===== src/rtl/dss_pkg.sv =====
// Package: shared constants and types for the dual switch sequencer.
// Assumes exactly two channels and four fault causes per channel.
package dss_pkg;
    localparam int NCH  = 2;
    localparam int NFLT = 4;

    typedef enum logic [1:0] {
        CH_IDLE = 2'd0,
        CH_RAMP = 2'd1,
        CH_UP   = 2'd2
    } ch_state_t;

    localparam logic [1:0] A_ONBIT = 2'd0;
    localparam logic [1:0] A_MASK  = 2'd1;
    localparam logic [1:0] A_CLEAR = 2'd2;
endpackage


===== src/rtl/dss_powerup.sv =====
// Power-up delay: counts CYC edges after reset, pulses fire_o on the
// last one and then holds done_o high. Assumes CYC >= 1.
module dss_powerup #(
    parameter int CYC = 16
) (
    input  logic clk,
    input  logic rst_n,
    output logic fire_o,
    output logic done_o
);
    localparam int W = $clog2(CYC + 1);

    logic [W-1:0] cnt;

    assign fire_o = !done_o && (cnt == W'(CYC - 1));

    // Advance the delay counter until the delay has elapsed.
    always_ff @(posedge clk) begin
        if (!rst_n) begin
            cnt    <= '0;
            done_o <= 1'b0;
        end else if (!done_o) begin
            if (fire_o) done_o <= 1'b1;
            else        cnt    <= cnt + 1'b1;
        end
    end
endmodule


===== src/rtl/dss_fault_log.sv =====
// Sticky fault log for one channel: set bits win over clear bits.
// Assumes set_i and clr_i are single-cycle qualified strobes/levels.
module dss_fault_log #(
    parameter int NFLT = 4
) (
    input  logic            clk,
    input  logic            rst_n,
    input  logic [NFLT-1:0] set_i,
    input  logic [NFLT-1:0] clr_i,
    output logic [NFLT-1:0] q_o
);
    // Hold, clear and set fault bits, set taking precedence.
    always_ff @(posedge clk) begin
        if (!rst_n) q_o <= '0;
        else        q_o <= (q_o & ~clr_i) | set_i;
    end

    // a set request is always visible on the next cycle
    p_set_wins_r12: assert property (@(posedge clk) disable iff (!rst_n)
        (|set_i) |=> ((q_o & $past(set_i)) == $past(set_i)));

    // a logged bit stays until a clear request reaches it
    p_sticky_r12: assert property (@(posedge clk) disable iff (!rst_n)
        (|(q_o & ~clr_i)) |=> ((q_o & $past(q_o & ~clr_i)) == $past(q_o & ~clr_i)));
endmodule


===== src/rtl/dss_chan_fsm.sv =====
// Turn-on sequencer for one channel: IDLE -> RAMP for STARTUP_CYC
// edges -> UP. Dropping keep_i returns to IDLE from any state.
// Assumes go_i is only raised when keep_i is also high.
module dss_chan_fsm
    import dss_pkg::*;
#(
    parameter int STARTUP_CYC = 64
) (
    input  logic clk,
    input  logic rst_n,
    input  logic go_i,
    input  logic keep_i,
    output logic active_o,
    output logic ramp_o,
    output logic done_o
);
    localparam int CW = $clog2(STARTUP_CYC + 1);

    ch_state_t     st;
    logic [CW-1:0] cnt;

    assign active_o = (st != CH_IDLE);
    assign ramp_o   = (st == CH_RAMP);
    assign done_o   = (st == CH_UP);

    // Step the channel through its startup sequence.
    always_ff @(posedge clk) begin
        if (!rst_n) begin
            st  <= CH_IDLE;
            cnt <= '0;
        end else begin
            case (st)
                CH_IDLE: if (go_i) begin
                    st  <= CH_RAMP;
                    cnt <= '0;
                end
                CH_RAMP: begin
                    if (!keep_i)                         st  <= CH_IDLE;
                    else if (cnt == CW'(STARTUP_CYC - 1)) st  <= CH_UP;
                    else                                 cnt <= cnt + 1'b1;
                end
                CH_UP:   if (!keep_i) st <= CH_IDLE;
                default: st <= CH_IDLE;
            endcase
        end
    end

    // startup completes only after a full ramp
    p_done_after_ramp_r10: assert property (@(posedge clk) disable iff (!rst_n)
        $rose(done_o) |-> ($past(ramp_o) && ($past(cnt) == CW'(STARTUP_CYC - 1))));
endmodule


===== src/rtl/dual_switch_seq.sv =====
// Top: dual power-switch sequencer. Detects edges on enable and on
// inputs, keeps on-bits, logs faults, sequences gate turn-on in ganged
// or independent mode and raises a masked alert.
// Assumes all inputs are already synchronous to clk and that the
// mode strap only changes while rst_n is low.
module dual_switch_seq
    import dss_pkg::*;
#(
    parameter int PWRUP_CYC   = 10_000_000,
    parameter int STARTUP_CYC = 64
) (
    input  logic             clk,
    input  logic             rst_n,
    input  logic             mode_indep,
    input  logic [1:0]       en_n,
    input  logic [1:0]       on_in,
    input  logic [1:0]       ov_in,
    input  logic [1:0]       sc_in,
    input  logic [1:0]       pg_in,
    input  logic             wr_en,
    input  logic [1:0]       wr_addr,
    input  logic [7:0]       wr_data,
    output logic [1:0]       gate_on,
    output logic [1:0]       on_bit,
    output logic [1:0]       start_done,
    output logic [1:0]       pwr_good,
    output logic [3:0]       fault_ch0,
    output logic [3:0]       fault_ch1,
    output logic             alert_n
);
    localparam int DW = NCH * NFLT;

    logic [NCH-1:0]            on_q, en_q;
    logic [NCH-1:0]            on_rise, on_fall, en_rise, en_fall;
    logic [NCH-1:0]            off_evt, off_all, ready, keep, keep_eff, go;
    logic [NCH-1:0]            active, ramping, done_v, ov_cut, on_nxt;
    logic [NCH-1:0][NFLT-1:0]  set_v, clr_v, flt;
    logic [DW-1:0]             mask_q;
    logic                      pu_fire, pu_done;
    logic                      wr_on, wr_mask, wr_clr;

    assign wr_on   = wr_en && (wr_addr == A_ONBIT);
    assign wr_mask = wr_en && (wr_addr == A_MASK);
    assign wr_clr  = wr_en && (wr_addr == A_CLEAR);

    // Remember previous input levels for edge detection (loaded in reset
    // so that reset release never looks like an edge).
    always_ff @(posedge clk) begin
        on_q <= on_in;
        en_q <= en_n;
    end

    assign on_rise = on_in & ~on_q;
    assign on_fall = ~on_in & on_q;
    assign en_rise = en_n & ~en_q;
    assign en_fall = ~en_n & en_q;

    dss_powerup #(.CYC(PWRUP_CYC)) u_pwrup (
        .clk    (clk),
        .rst_n  (rst_n),
        .fire_o (pu_fire),
        .done_o (pu_done)
    );

    for (genvar i = 0; i < NCH; i++) begin : g_ch
        // fault layout: [3] enable change, [2] power bad, [1] short, [0] OV
        assign set_v[i] = {en_rise[i] | en_fall[i],
                           ~pg_in[i] & done_v[i] & gate_on[i],
                           sc_in[i] & gate_on[i],
                           ov_in[i]};
        assign clr_v[i] = ({NFLT{wr_clr}} & wr_data[i*NFLT +: NFLT])
                        | {NFLT{on_fall[i] | en_fall[i]}};
        assign off_evt[i] = ov_in[i] | set_v[i][1] | on_fall[i] | en_rise[i];

        dss_fault_log #(.NFLT(NFLT)) u_flt (
            .clk   (clk),
            .rst_n (rst_n),
            .set_i (set_v[i]),
            .clr_i (clr_v[i]),
            .q_o   (flt[i])
        );

        dss_chan_fsm #(.STARTUP_CYC(STARTUP_CYC)) u_fsm (
            .clk      (clk),
            .rst_n    (rst_n),
            .go_i     (go[i]),
            .keep_i   (keep_eff[i]),
            .active_o (active[i]),
            .ramp_o   (ramping[i]),
            .done_o   (done_v[i])
        );

        // an enable held high keeps the gate off
        p_en_block_r3: assert property (@(posedge clk) disable iff (!rst_n)
            (en_n[i] && $past(en_n[i])) |-> !gate_on[i]);

        // overvoltage clears the on-bit on the next edge
        p_ov_kill_r4: assert property (@(posedge clk) disable iff (!rst_n)
            ov_in[i] |=> !on_bit[i]);
    end

    // Turn-off causes reach both channels in ganged mode.
    assign off_all = mode_indep ? off_evt : {NCH{|off_evt}};
    assign ov_cut  = mode_indep ? ov_in   : {NCH{|ov_in}};

    // Work out the next on-bits; every turn-off cause overrides a turn-on.
    always_comb begin
        on_nxt = on_bit;
        if (pu_fire) begin
            on_nxt = on_in;
        end else if (pu_done) begin
            if (wr_on) on_nxt = wr_data[NCH-1:0];
            for (int i = 0; i < NCH; i++) begin
                if (on_rise[i]) on_nxt[i] = 1'b1;
                if (en_fall[i]) on_nxt[i] = on_in[i];
            end
        end
        on_nxt = on_nxt & ~off_all;
    end

    // Hold the on-bits.
    always_ff @(posedge clk) begin
        if (!rst_n) on_bit <= '0;
        else        on_bit <= on_nxt;
    end

    assign ready = on_bit & ~en_n;
    assign keep  = ready & ~off_all;

    // Grant ramps: together in ganged mode, one at a time otherwise.
    always_comb begin
        if (!mode_indep) begin
            go       = {NCH{(&keep) && !(|active)}};
            keep_eff = {NCH{&keep}};
        end else begin
            go[0]    = keep[0] & ~active[0] & ~ramping[1];
            go[1]    = keep[1] & ~active[1] & ~ramping[0] & ~go[0];
            keep_eff = keep;
        end
    end

    // Load the alert masks from the write port.
    always_ff @(posedge clk) begin
        if (!rst_n)       mask_q <= '0;
        else if (wr_mask) mask_q <= wr_data;
    end

    assign gate_on    = active & ~ov_cut;
    assign start_done = done_v;
    assign pwr_good   = done_v & pg_in;
    assign fault_ch0  = flt[0];
    assign fault_ch1  = flt[1];
    assign alert_n    = ~|(flt & mask_q);

    // no channel may be on before the power-up delay ends
    p_hold_off_r1: assert property (@(posedge clk) disable iff (!rst_n)
        !pu_done |-> (on_bit == '0));

    // overvoltage on channel 0 leaves channel 1's on-bit alone
    p_iso_r7: assert property (@(posedge clk) disable iff (!rst_n)
        (mode_indep && ov_in[0] && !off_evt[1] && !wr_on && !pu_fire && on_bit[1])
        |=> on_bit[1]);

    // never two channels ramping at once in independent mode
    p_serial_r8: assert property (@(posedge clk) disable iff (!rst_n)
        mode_indep |-> !(ramping[0] && ramping[1]));

    // ganged gates always move together
    p_gang_r9: assert property (@(posedge clk) disable iff (!rst_n)
        !mode_indep |-> (gate_on[0] == gate_on[1]));
endmodule


===== config.mk =====
export PLATFORM = sky130hd
export DESIGN_NAME = dual_switch_seq
export DESIGN_NICKNAME = d
export VERILOG_FILES = /design/src/rtl/dss_pkg.sv /design/src/rtl/dss_powerup.sv /design/src/rtl/dss_fault_log.sv /design/src/rtl/dss_chan_fsm.sv /design/src/rtl/dual_switch_seq.sv
export SDC_FILE = /design/constraint.sdc
export NUM_CORES = 1
export LEC_CHECK = 0
export ABC_AREA = 0
export CAP_MARGIN = 5
export CELL_PAD_IN_SITES_DETAIL_PLACEMENT = 0
export CELL_PAD_IN_SITES_GLOBAL_PLACEMENT = 1
export CORE_ASPECT_RATIO = 0.5
export CORE_MARGIN = 2
export CORE_UTILIZATION = 48
export CTS_CLUSTER_DIAMETER = 50
export CTS_CLUSTER_SIZE = 10
export DETAILED_ROUTE_END_ITERATION = 7
export DONT_BUFFER_PORTS = 1
export GPL_TIMING_DRIVEN = 0
export PLACE_DENSITY_LB_ADDON = 0.1
export SETUP_SLACK_MARGIN = 0.15
export SLEW_MARGIN = 30
export SYNTH_ARGS = -nofsm -noshare
export SYNTH_HDL_FRONTEND = slang
export SYNTH_SLANG_ARGS = --single-unit

===== constraint.sdc =====
create_clock -name clk -period 2.6 [get_ports clk]
set_input_delay 0.39 -clock clk [delete_from_list [all_inputs] [get_ports clk]]
set_output_delay 0.39 -clock clk [all_outputs]
set_load 0.005 [all_outputs]

After elaboration in Yosys (flattened, before gate mapping) --
Cells that the tools add are included.
Operators by class: $add $sub $neg 3, equality and inequality tests 19, multiplexer cells 31, bitwise logic cells 56, reduce and logical (&&, ||, !) cells 25
Operators by type and width (number):
- 7-bit two-way mux | 6
- 2-bit two-way mux | 15
- 7-bit case mux with 2 select lines | 2
- 24-bit by 1-bit adder with 24-bit output (second input constant) | 1
- 24-bit equality test (second input constant) | 1
- 2-bit AND | 9
- 4-bit AND | 4
- 2-bit != test (second input constant) | 8
- 4-bit bitwise OR | 4
- 7-bit by 1-bit adder with 7-bit output (second input constant) | 2
- 7-bit by 6-bit equality test with 1-bit output (second input constant) | 2
- 2-bit NOT | 6
- 2-bit case mux with 3 select lines | 2
- 1-bit AND | 11
- 1-bit bitwise OR | 10
- 1-bit NOT | 9
- 8-bit AND | 1
- 4-bit NOT | 2
- 4-bit AND reduction | 2
- 2-bit nonzero test | 4
- 8-bit OR reduction | 1
- 2-bit by 1-bit equality test with 1-bit output (second input constant) | 3
- 2-bit equality test (second input constant) | 3
- 2-bit logical NOT | 3
- other kinds (7) | 23
Word-level totals: bits in registers 65, input port bits 24, output and inout port bits 17, word-level logic and storage cells 146

Longest topological paths before layout --
Gate-level depths: netlist (run 1).
word-level depth 19, gate-level depth with buffers 9, gate-level depth less buffers 8

Modules after synthesis --
From an unflattened synthesis (run 1), not the netlist that was laid out.
Second synthesis, totals: cell total of the unflattened synthesis 383, area, all modules 3588.4 sq um
Modules (own cells, without submodules):
- dss_powerup | instances 1, cells an instance 138, area each 1218.7 sq um, sequential area each 500.5 sq um
- dual_switch_seq | instances 1, cells an instance 117, area each 1066.0 sq um, sequential area each 280.3 sq um
- dss_chan_fsm | instances 2, cells an instance 52, area each 486.7 sq um, sequential area each 180.2 sq um
- dss_fault_log | instances 2, cells an instance 12, area each 165.2 sq um, sequential area each 80.1 sq um

Worst setup path before layout (run 1) --
OpenSTA, ideal clock, no wires.
path type input port to flip-flop, start in en_n[1], end reg g_ch[1].u_fsm.cnt[5], library setup time 74 ps, arrival 2195 ps, required time 2526 ps, path slack 331 ps, stages 8, buffers on the path 1, path through ha_1 > nor2_4 > o21ai_2 > or4_4 > or2_0 > buf_2 > or4_1 > o21ai_0
On the way: longest elaborated chain between the ends 13, elaborated cells on any way between the ends 21, classes of those cells eq/ne (2); mux (3); bitwise (12); reduce/logical (4)
RTL lines:
- start, declared | RTL line dual_switch_seq.sv:15 | input logic [1:0] en_n,
- 2-bit AND | RTL line dual_switch_seq.sv:55 | assign en_rise = en_n & ~en_q;
- 1-bit bitwise OR | RTL line dual_switch_seq.sv:73 | assign off_evt[i] = ov_in[i] | set_v[i][1] | on_fall[i] | en_rise[i];
- 2-bit OR reduction | RTL line dual_switch_seq.sv:103 | assign off_all = mode_indep ? off_evt : {NCH{|off_evt}};
- 2-bit two-way mux | RTL line dual_switch_seq.sv:103
- 2-bit NOT | RTL line dual_switch_seq.sv:128 | assign keep = ready & ~off_all;
- 2-bit AND (*) | RTL line dual_switch_seq.sv:128
- 1-bit AND (2 in a row) | RTL line dual_switch_seq.sv:136 | go[0] = keep[0] & ~active[0] & ~ramping[1];
- 1-bit NOT | RTL line dual_switch_seq.sv:137 | go[1] = keep[1] & ~active[1] & ~ramping[0] & ~go[0];
- 1-bit AND | RTL line dual_switch_seq.sv:137
- 2-bit two-way mux | RTL line dual_switch_seq.sv:132 | if (!mode_indep) begin
- 2-bit != test (no source line)
- 4-bit AND reduction (no source line) (*)
- end signal, assigned | RTL line dss_chan_fsm.sv:40 | else cnt <= cnt + 1'b1;
- end, declared | RTL line dss_chan_fsm.sv:20 | logic [CW-1:0] cnt;
Mark *: on every way between the ends. The rest lies on a longest branch, timed or not. A chain may end at the register's enable or synchronous reset.

Final worst setup path (run 1) --
start reg en_q[0], end reg g_ch[1].u_fsm.cnt[5]
On the way: longest elaborated chain between the ends 14, elaborated cells on any way between the ends 20, classes of those cells eq/ne (2); mux (3); bitwise (11); reduce/logical (4)
RTL lines:
- start, declared | RTL line dual_switch_seq.sv:33 | logic [NCH-1:0] on_q, en_q;
- start signal, assigned | RTL line dual_switch_seq.sv:50 | en_q <= en_n;
- 2-bit NOT (*) | RTL line dual_switch_seq.sv:55
- 2-bit AND (*) | RTL line dual_switch_seq.sv:55
- 1-bit bitwise OR (*) | RTL line dual_switch_seq.sv:73
- 2-bit OR reduction | RTL line dual_switch_seq.sv:103
- 2-bit two-way mux (*) | RTL line dual_switch_seq.sv:103
- 2-bit NOT (*) | RTL line dual_switch_seq.sv:128
- 2-bit AND (*) | RTL line dual_switch_seq.sv:128
- 1-bit AND (2 in a row) | RTL line dual_switch_seq.sv:136
- 1-bit NOT | RTL line dual_switch_seq.sv:137
- 1-bit AND | RTL line dual_switch_seq.sv:137
- 2-bit two-way mux | RTL line dual_switch_seq.sv:132
- 2-bit != test (no source line)
- 4-bit AND reduction (no source line) (*)
Marks and branches as above.

==> results of run 1 <==
## registers in the layout (all words and copies together), names as in the netlist
name and count:
mask_q 8, g_ch.u_fsm.cnt 14, g_ch.u_fsm.st 4, u_pwrup.cnt 24, u_pwrup.done_o 1, on_q 2
g_ch.u_flt.q_o 8, en_q 2, on_bit 2
## power groups by stage
stage	registers [mW]	logic [mW]	clock network (mW)
floorplan	1.04	0.0808	0
global placement	1.05	0.107	0
detailed placement	1.05	0.109	0
CTS	1.03	0.110	1.29
global route	1.03	0.122	1.34
finish	1.03	0.110	1.27
## synth_stat cells (4+ instances only)
cell type / n
clkbuf_1: 9
inv_1: 11
dfxtp_1: 65
o211ai_1: 5
nor2b_1: 18
nand3_1: 17
and4_1: 4
nor2_1: 19
a31oi_1: 5
and2_1: 24
a21boi_0: 4
ha_1: 7
nor3b_1: 5
a21oi_1: 17
o21ai_0: 16
nand2b_1: 7
xnor2_1: 11
mux2i_1: 16
nor3_1: 10
nand4_1: 7
a22oi_1: 4
xor2_1: 8
nor4_1: 9
o21a_1: 7
or3_1: 4
a211oi_1: 5
nand2_1: 40
## cell usage in the layout (no fill, tap or decap), types with 5 or more instances in the layout
master,n
nand2b_1,7
nand3_1,17
nor2b_1,18
o211ai_1,5
a211oi_1,5
nand2_1,40
ha_1,6
a21oi_1,16
and2_1,24
o21ai_0,15
dfxtp_1,65
o21a_1,7
mux2i_1,16
nor2_1,19
inv_1,11
xor2_1,8
nor4_1,8
nor3_1,10
nand4_1,7
clkbuf_1,9
nor3b_1,5
clkbuf_16,9
a31oi_1,5
xnor2_1,11
## logic make-up (layout without fill, tap and decap cells)
| group | Yosys count | count (layout) | synth area share, % |
|---|---|---|---|
| and+or+nand+nor | 182 | 182 | 30.0 |
| AOI/OAI and AO/OA | 80 | 80 | 15.4 |
| DFF | 65 | 65 | 38.2 |
| buffers and inverters | 26 | 41 | 3.60 |
| xor gates and xnor gates | 19 | 19 | 4.89 |
| muxes | 18 | 18 | 5.37 |
| adders and majority gates | 7 | 7 | 2.57 |
## final timing paths
check                        from  depth (start not counted)              endpoint  slack (ns)
max reg2reg               en_q[0]                          9  g_ch[1].u_fsm.cnt[5]        0.18
max                       en_q[0]                          9  g_ch[1].u_fsm.cnt[5]        0.18
min                      on_in[1]                          0               on_q[1]        0.08
min reg2reg  g_ch[0].u_fsm.cnt[6]                          2  g_ch[0].u_fsm.cnt[6]        0.43
## critical path, cell delays in order, from the launching register on
cell	delay, ns
dfxtp_1	0.33
inv_1	0.04
ha_1	0.17
nor2_1	0.25
a21oi_1	0.12
or4_4	0.46
or2_0	0.22
buf_2	0.16
or4_1	0.53
o21ai_0	0.08
## layout make-up
cell class / instances / area [µm²] / share of cell area (%)
multi-input cells: 306 / 2000 / 51.9
flip-flops and latches: 65 / 1300 / 33.8
clock buffers: 13 / 280 / 7.27
well taps: 92 / 115 / 2.99
plain buffers: 15 / 81.3 / 2.11
inverters: 11 / 41.3 / 1.07
clock inverters: 2 / 35.0 / 0.909
## stage by stage
stage | cells | power (mW) | worst slack (ns) | utilization (%) | hold WS, ns
floorplan | 397 | 1.12 | 0.331 | - | 0.407
global route | 504 | 2.49 | 0.0956 | 56.9 | 0.0616
detailed placement | 489 | 1.16 | 0.0685 | 51.9 | 0.418
finish | 504 | 2.41 | 0.179 | 56.9 | 0.0771
CTS | 504 | 2.43 | 0.194 | 56.6 | 0.0645
global placement | 489 | 1.15 | 0.103 | 51.9 | 0.416
## per-layer routing
metal / vias up / track usage (%) / wire length [µm]
li1: 1443 / - / -
met1: 1352 / 30.4 / 4030
met2: 40 / 35.6 / 3870
met3: 14 / 7.43 / 331
met4: 0 / 9.09 / 119
met5: - / 0 / 0
==> qor.csv, run 1 <==
metric,value,unit
swShare,21.3,%
yosysSeqAreaShare,38.2,%
gp_congestion,0.869,
maxCapViolCount,0,
syn_nets,428,
clockBufferDepth,2,
power.density,625,mW/mm²
initial_utilization,50.2,%
clock_latency,0.34,ns
overflow,0,
synth.distinct_cells,56,
synthArstFlopShare,0,%
diodes,0,
fill_cells,645,
grt_setup_unrepaired,yes,
p_int,1.90,mW
synth-main-ff-cell,dfxtp_1,
drt_iter0_markers,167,
grt_pass1_vias,2774,
syn_area,0.00340,mm²
syn_inst,397,
yosysWarnings,0,
ios,41,
wl,8340,µm
pwr-share-seq,42.6,%
vdd_drop_max,0.284,mV
die_y,63.6,µm
cellLeakagePower,1.43,nW
dp_hpwl,6050,µm
rows,21,
root_buffer,clkbuf_16,
yosysTopAreaCell,dfxtp_1,
grt_pass1_wl,13800,µm
drt_first_pass_iters,4,
numCtsBuffers,9,
layout.nets,439,
pwr-share-clk,52.8,%
syn2layout_area_growth,13.2,%
synth_edf_count,0,
post-cts-setup-buffer-count,0,
avgViaCountPerCell,5.65,
clk_pin_slew_worst_paths,0.05,ns
power_frac_comb,4.6,%
period_share,93.1,%
path_max_fanout,6,
hp-class,in2reg,
fin_area,0.00385,mm²
ys_ff_latch,65,
drc,0,
track_usage,23.3,%
switching_power,0.512,mW
setup-tns-final,0,ns
slew_violations,0,
grt_antenna_before_repair,0,
path_class,reg2reg,
fmax,413,MHz
worst_slew_pin_slew,0.721,ns
synth.avg_cell_area,8.58,µm²
wl_per_cell,16.6,µm
hold_viol_final,0,
clock_sinks,65,
period_needed,2.42,ns
crit_arrival,2.69,ns
synth.top_cell.area_share,38.2,%
core_area,0.00678,mm²
start_kind,flop,
fp.dieArea,0.00782,mm²
numPortBuffers,0,
grt_max_degree,11,
ctsHoldBuffers,0,
place_area,0.00352,mm²
layout-drive-gt1-share,8.01,%
ant_nets,0,
cts_tree,yes,
cts_resized,2,
fin_skew,0.00283,ns
status,"complete, no violations",
die_w,123,µm
end_kind,flop,
htreeDepth,3,
finalSetupViolations,0,
synth.area.top_cells,"dfxtp_1, mux2i_1, and2_1, nand2_1, nor2b_1",
max-slew-margin-rel,51.7,%
num_vias,2849,
crit_required,2.87,ns
Note: power is estimated with default switching activity, not from simulation.
==> run 2: changes to the inputs <==
--- a/config.mk
+++ b/config.mk
@@ -11,7 +11,8 @@
 export CELL_PAD_IN_SITES_GLOBAL_PLACEMENT = 1
 export CORE_ASPECT_RATIO = 0.5
 export CORE_MARGIN = 2
-export CORE_UTILIZATION = 48
+export CORE_UTILIZATION = 50
+export CTS_BUF_LIST = sky130_fd_sc_hd__clkbuf_2
 export CTS_CLUSTER_DIAMETER = 50
 export CTS_CLUSTER_SIZE = 10
 export DETAILED_ROUTE_END_ITERATION = 7
==> run 2 against run 1 <==
Clock power is 55% lower; fmax increased by 4.0%; combinational power rose by 20%; largest power group is now sequential cells; highest routed layer unchanged.
==> qor.csv, run 2 (same netlist as run 1, synthesis figures left out) <==
metric,value,unit,change
num_vias,2972,,was 2849
crit_slowest_cell,or4_4,,was or4_1
clock_latency,0.53,ns,was 0.34 ns
ant_nets,0,,unchanged
initial_utilization,51.2,%,was 50.2%
wl,8400,µm,was 8340 µm
setup-tns-final,0,ns,unchanged
cp_num_cells,9,,unchanged
critical-path-top-delay-family,simple AND/OR/NAND/NOR gates,,unchanged
clockBufferDepth,2,,unchanged
grt_pass1_wl,13700,µm,was 13800 µm
ios,41,,unchanged
gr-usage-met1,29.2,%,was 30.4%
fp.dieArea,0.00753,mm²,was 0.00782 mm²
die_y,62.4,µm,was 63.6 µm
power,1.73,mW,was 2.41 mW
swShare,25.6,%,was 21.3%
pwr-share-clk,33.0,%,was 52.8%
crit_arrival,2.80,ns,was 2.69 ns
dp_hpwl,6000,µm,was 6050 µm
syn2layout_area_growth,12.1,%,was 13.2%
power_frac_comb,7.6,%,was 4.6%
hp-class,in2reg,,unchanged
avgViaCountPerCell,5.68,,was 5.65
switching_power,0.444,mW,was 0.512 mW
grt_setup_unrepaired,no,,was yes
layout_commonest_cell,dfxtp_1,,unchanged
grt_antenna_before_repair,0,,unchanged
period_share,89.6,%,was 93.1%
layout-drive-gt1-share,9.53,%,was 8.01%
status,"complete, no violations",,unchanged
fin_skew,0.0173,ns,was 0.00283 ns
start_kind,flop,,unchanged
met2_usage,38.9,%,was 35.6%
path_class,reg2reg,,unchanged
path_cells,"inv_1, ha_2, nor2_4, a21oi_1, or4_4, or2_0, buf_4, or3_1, o22ai_1",,"was inv_1, ha_1, nor2_1, a21oi_1, or4_4, or2_0, buf_2, or4_1, o21ai_0"
busiest_layer,met2,,unchanged
slew_violations,0,,unchanged
grt_max_degree,11,,unchanged
reg_top3,"u_pwrup.cnt (24), g_ch.u_fsm.cnt (14)",,unchanged
layout.nets,457,,was 439
rr_worst_depth,9,,unchanged
fill_cells,617,,was 645
crit_required,3.07,ns,was 2.87 ns
top_register,u_pwrup.cnt,,unchanged
numPortBuffers,0,,unchanged
gp_congestion,0.845,,was 0.869
end_kind,flop,,unchanged
pwr-share-seq,59.4,%,was 42.6%
track_usage,23.6,%,was 23.3%
cpPeakStageDelay,0.56,ns,was 0.53 ns
drc,0,,unchanged
root_buffer,clkbuf_2,,was clkbuf_16
clk_pin_slew_worst_paths,0.18,ns,was 0.05 ns
vdd_drop_max,0.285,mV,was 0.284 mV
finalSetupViolations,0,,unchanged
r2r_slack,0.27,ns,was 0.18 ns
die_w,121,µm,was 123 µm
rows,21,,unchanged
clock_sinks,65,,unchanged
max-slew-margin-rel,51.6,%,was 51.7%
worst_slew_pin_slew,0.720,ns,was 0.721 ns
drt_first_pass_iters,5,,was 4
largest_reg_flops,24,,unchanged
period_needed,2.33,ns,was 2.42 ns
htreeDepth,3,,unchanged
layout_common_cells,"dfxtp_1, nand2_1, and2_1",,unchanged
cts_tree,yes,,unchanged
whs_path_depth,2,,was 0
overflow,0,,unchanged
wl_per_cell,16.1,µm,was 16.6 µm
hold_viol_final,0,,unchanged
maxCapViolCount,0,,unchanged
drt_iter0_markers,156,,was 167
path_max_fanout,4,,was 6
p_int,1.29,mW,was 1.90 mW
numCtsBuffers,9,,unchanged
gr-usage-met3,8.36,%,was 7.43%
power.density,453,mW/mm²,was 625 mW/mm²
core_area,0.00665,mm²,was 0.00678 mm²
crit_buf_inv,2,,unchanged
grt_pass1_vias,2835,,was 2774
cellLeakagePower,1.42,nW,was 1.43 nW
fmax,429,MHz,was 413 MHz
run 2: timing repair:
| item | CTS | global route |
|---|---|---|
| hold buffers | 7 | 4 |
| setup buffers | 0 | 7 |
| setup endpoints to repair | 6 | 14 |
| hold endpoints to repair | 7 | 4 |
| pin swaps | 0 | 2 |
| gates resized for setup | 2 | 9 |
run 2: stage by stage:
stage / util, % / std cells / setup slack [ns] / hold WS (ns) / area [µm²]
after floorplan: - / 397 / 0.331 / 0.407 / 3400
after global placement: 52.9 / 489 / 0.117 / 0.417 / 3520
after detailed placement: 52.9 / 489 / 0.0971 / 0.418 / 3520
after CTS: 55.5 / 511 / 0.175 / 0.00153 / 3690
after global routing: 57.3 / 522 / 0.122 / 0.000669 / 3810
final: 57.4 / 523 / 0.271 / 0.0463 / 3810
run 2: cell type report:
class	instances	area (µm²)	share of cell area (%)
Buffer	15	83.8	2.20
Tap cell	92	115	3.02
Multi-Input combinational cell	306	2010	52.6
Antenna cell	1	2.50	0.0656
Timing Repair Buffer	18	163	4.26
Clock buffer	10	50.0	1.31
Inverter	11	41.3	1.08
Sequential cell	65	1300	34.2
Clock inverter	5	47.5	1.25
run 2: worst paths after layout:
kind / endpoint / start
setup reg to reg: g_ch[1].u_fsm.cnt[0] / en_q[0]
setup / recovery: g_ch[1].u_fsm.cnt[0] / en_q[0]
hold / removal: mask_q[6] / wr_data[6]
hold reg to reg: g_ch[1].u_fsm.cnt[6] / g_ch[1].u_fsm.cnt[6]
run 2: layer usage:
layer  up-vias  routed length [µm]
met4         0                  75
met3         6                 402
met2        64                4040
li1       1481                   -
met1      1421                3880
met5         -                   0
run 2: power groups by stage:
| stage | registers [mW] | clock network, mW | logic, mW |
|---|---|---|---|
| floorplan | 1.04 | 0 | 0.0808 |
| global route | 1.03 | 0.636 | 0.145 |
| finish | 1.03 | 0.571 | 0.132 |
| detailed placement | 1.05 | 0 | 0.108 |
| global placement | 1.05 | 0 | 0.106 |
| CTS | 1.03 | 0.588 | 0.118 |
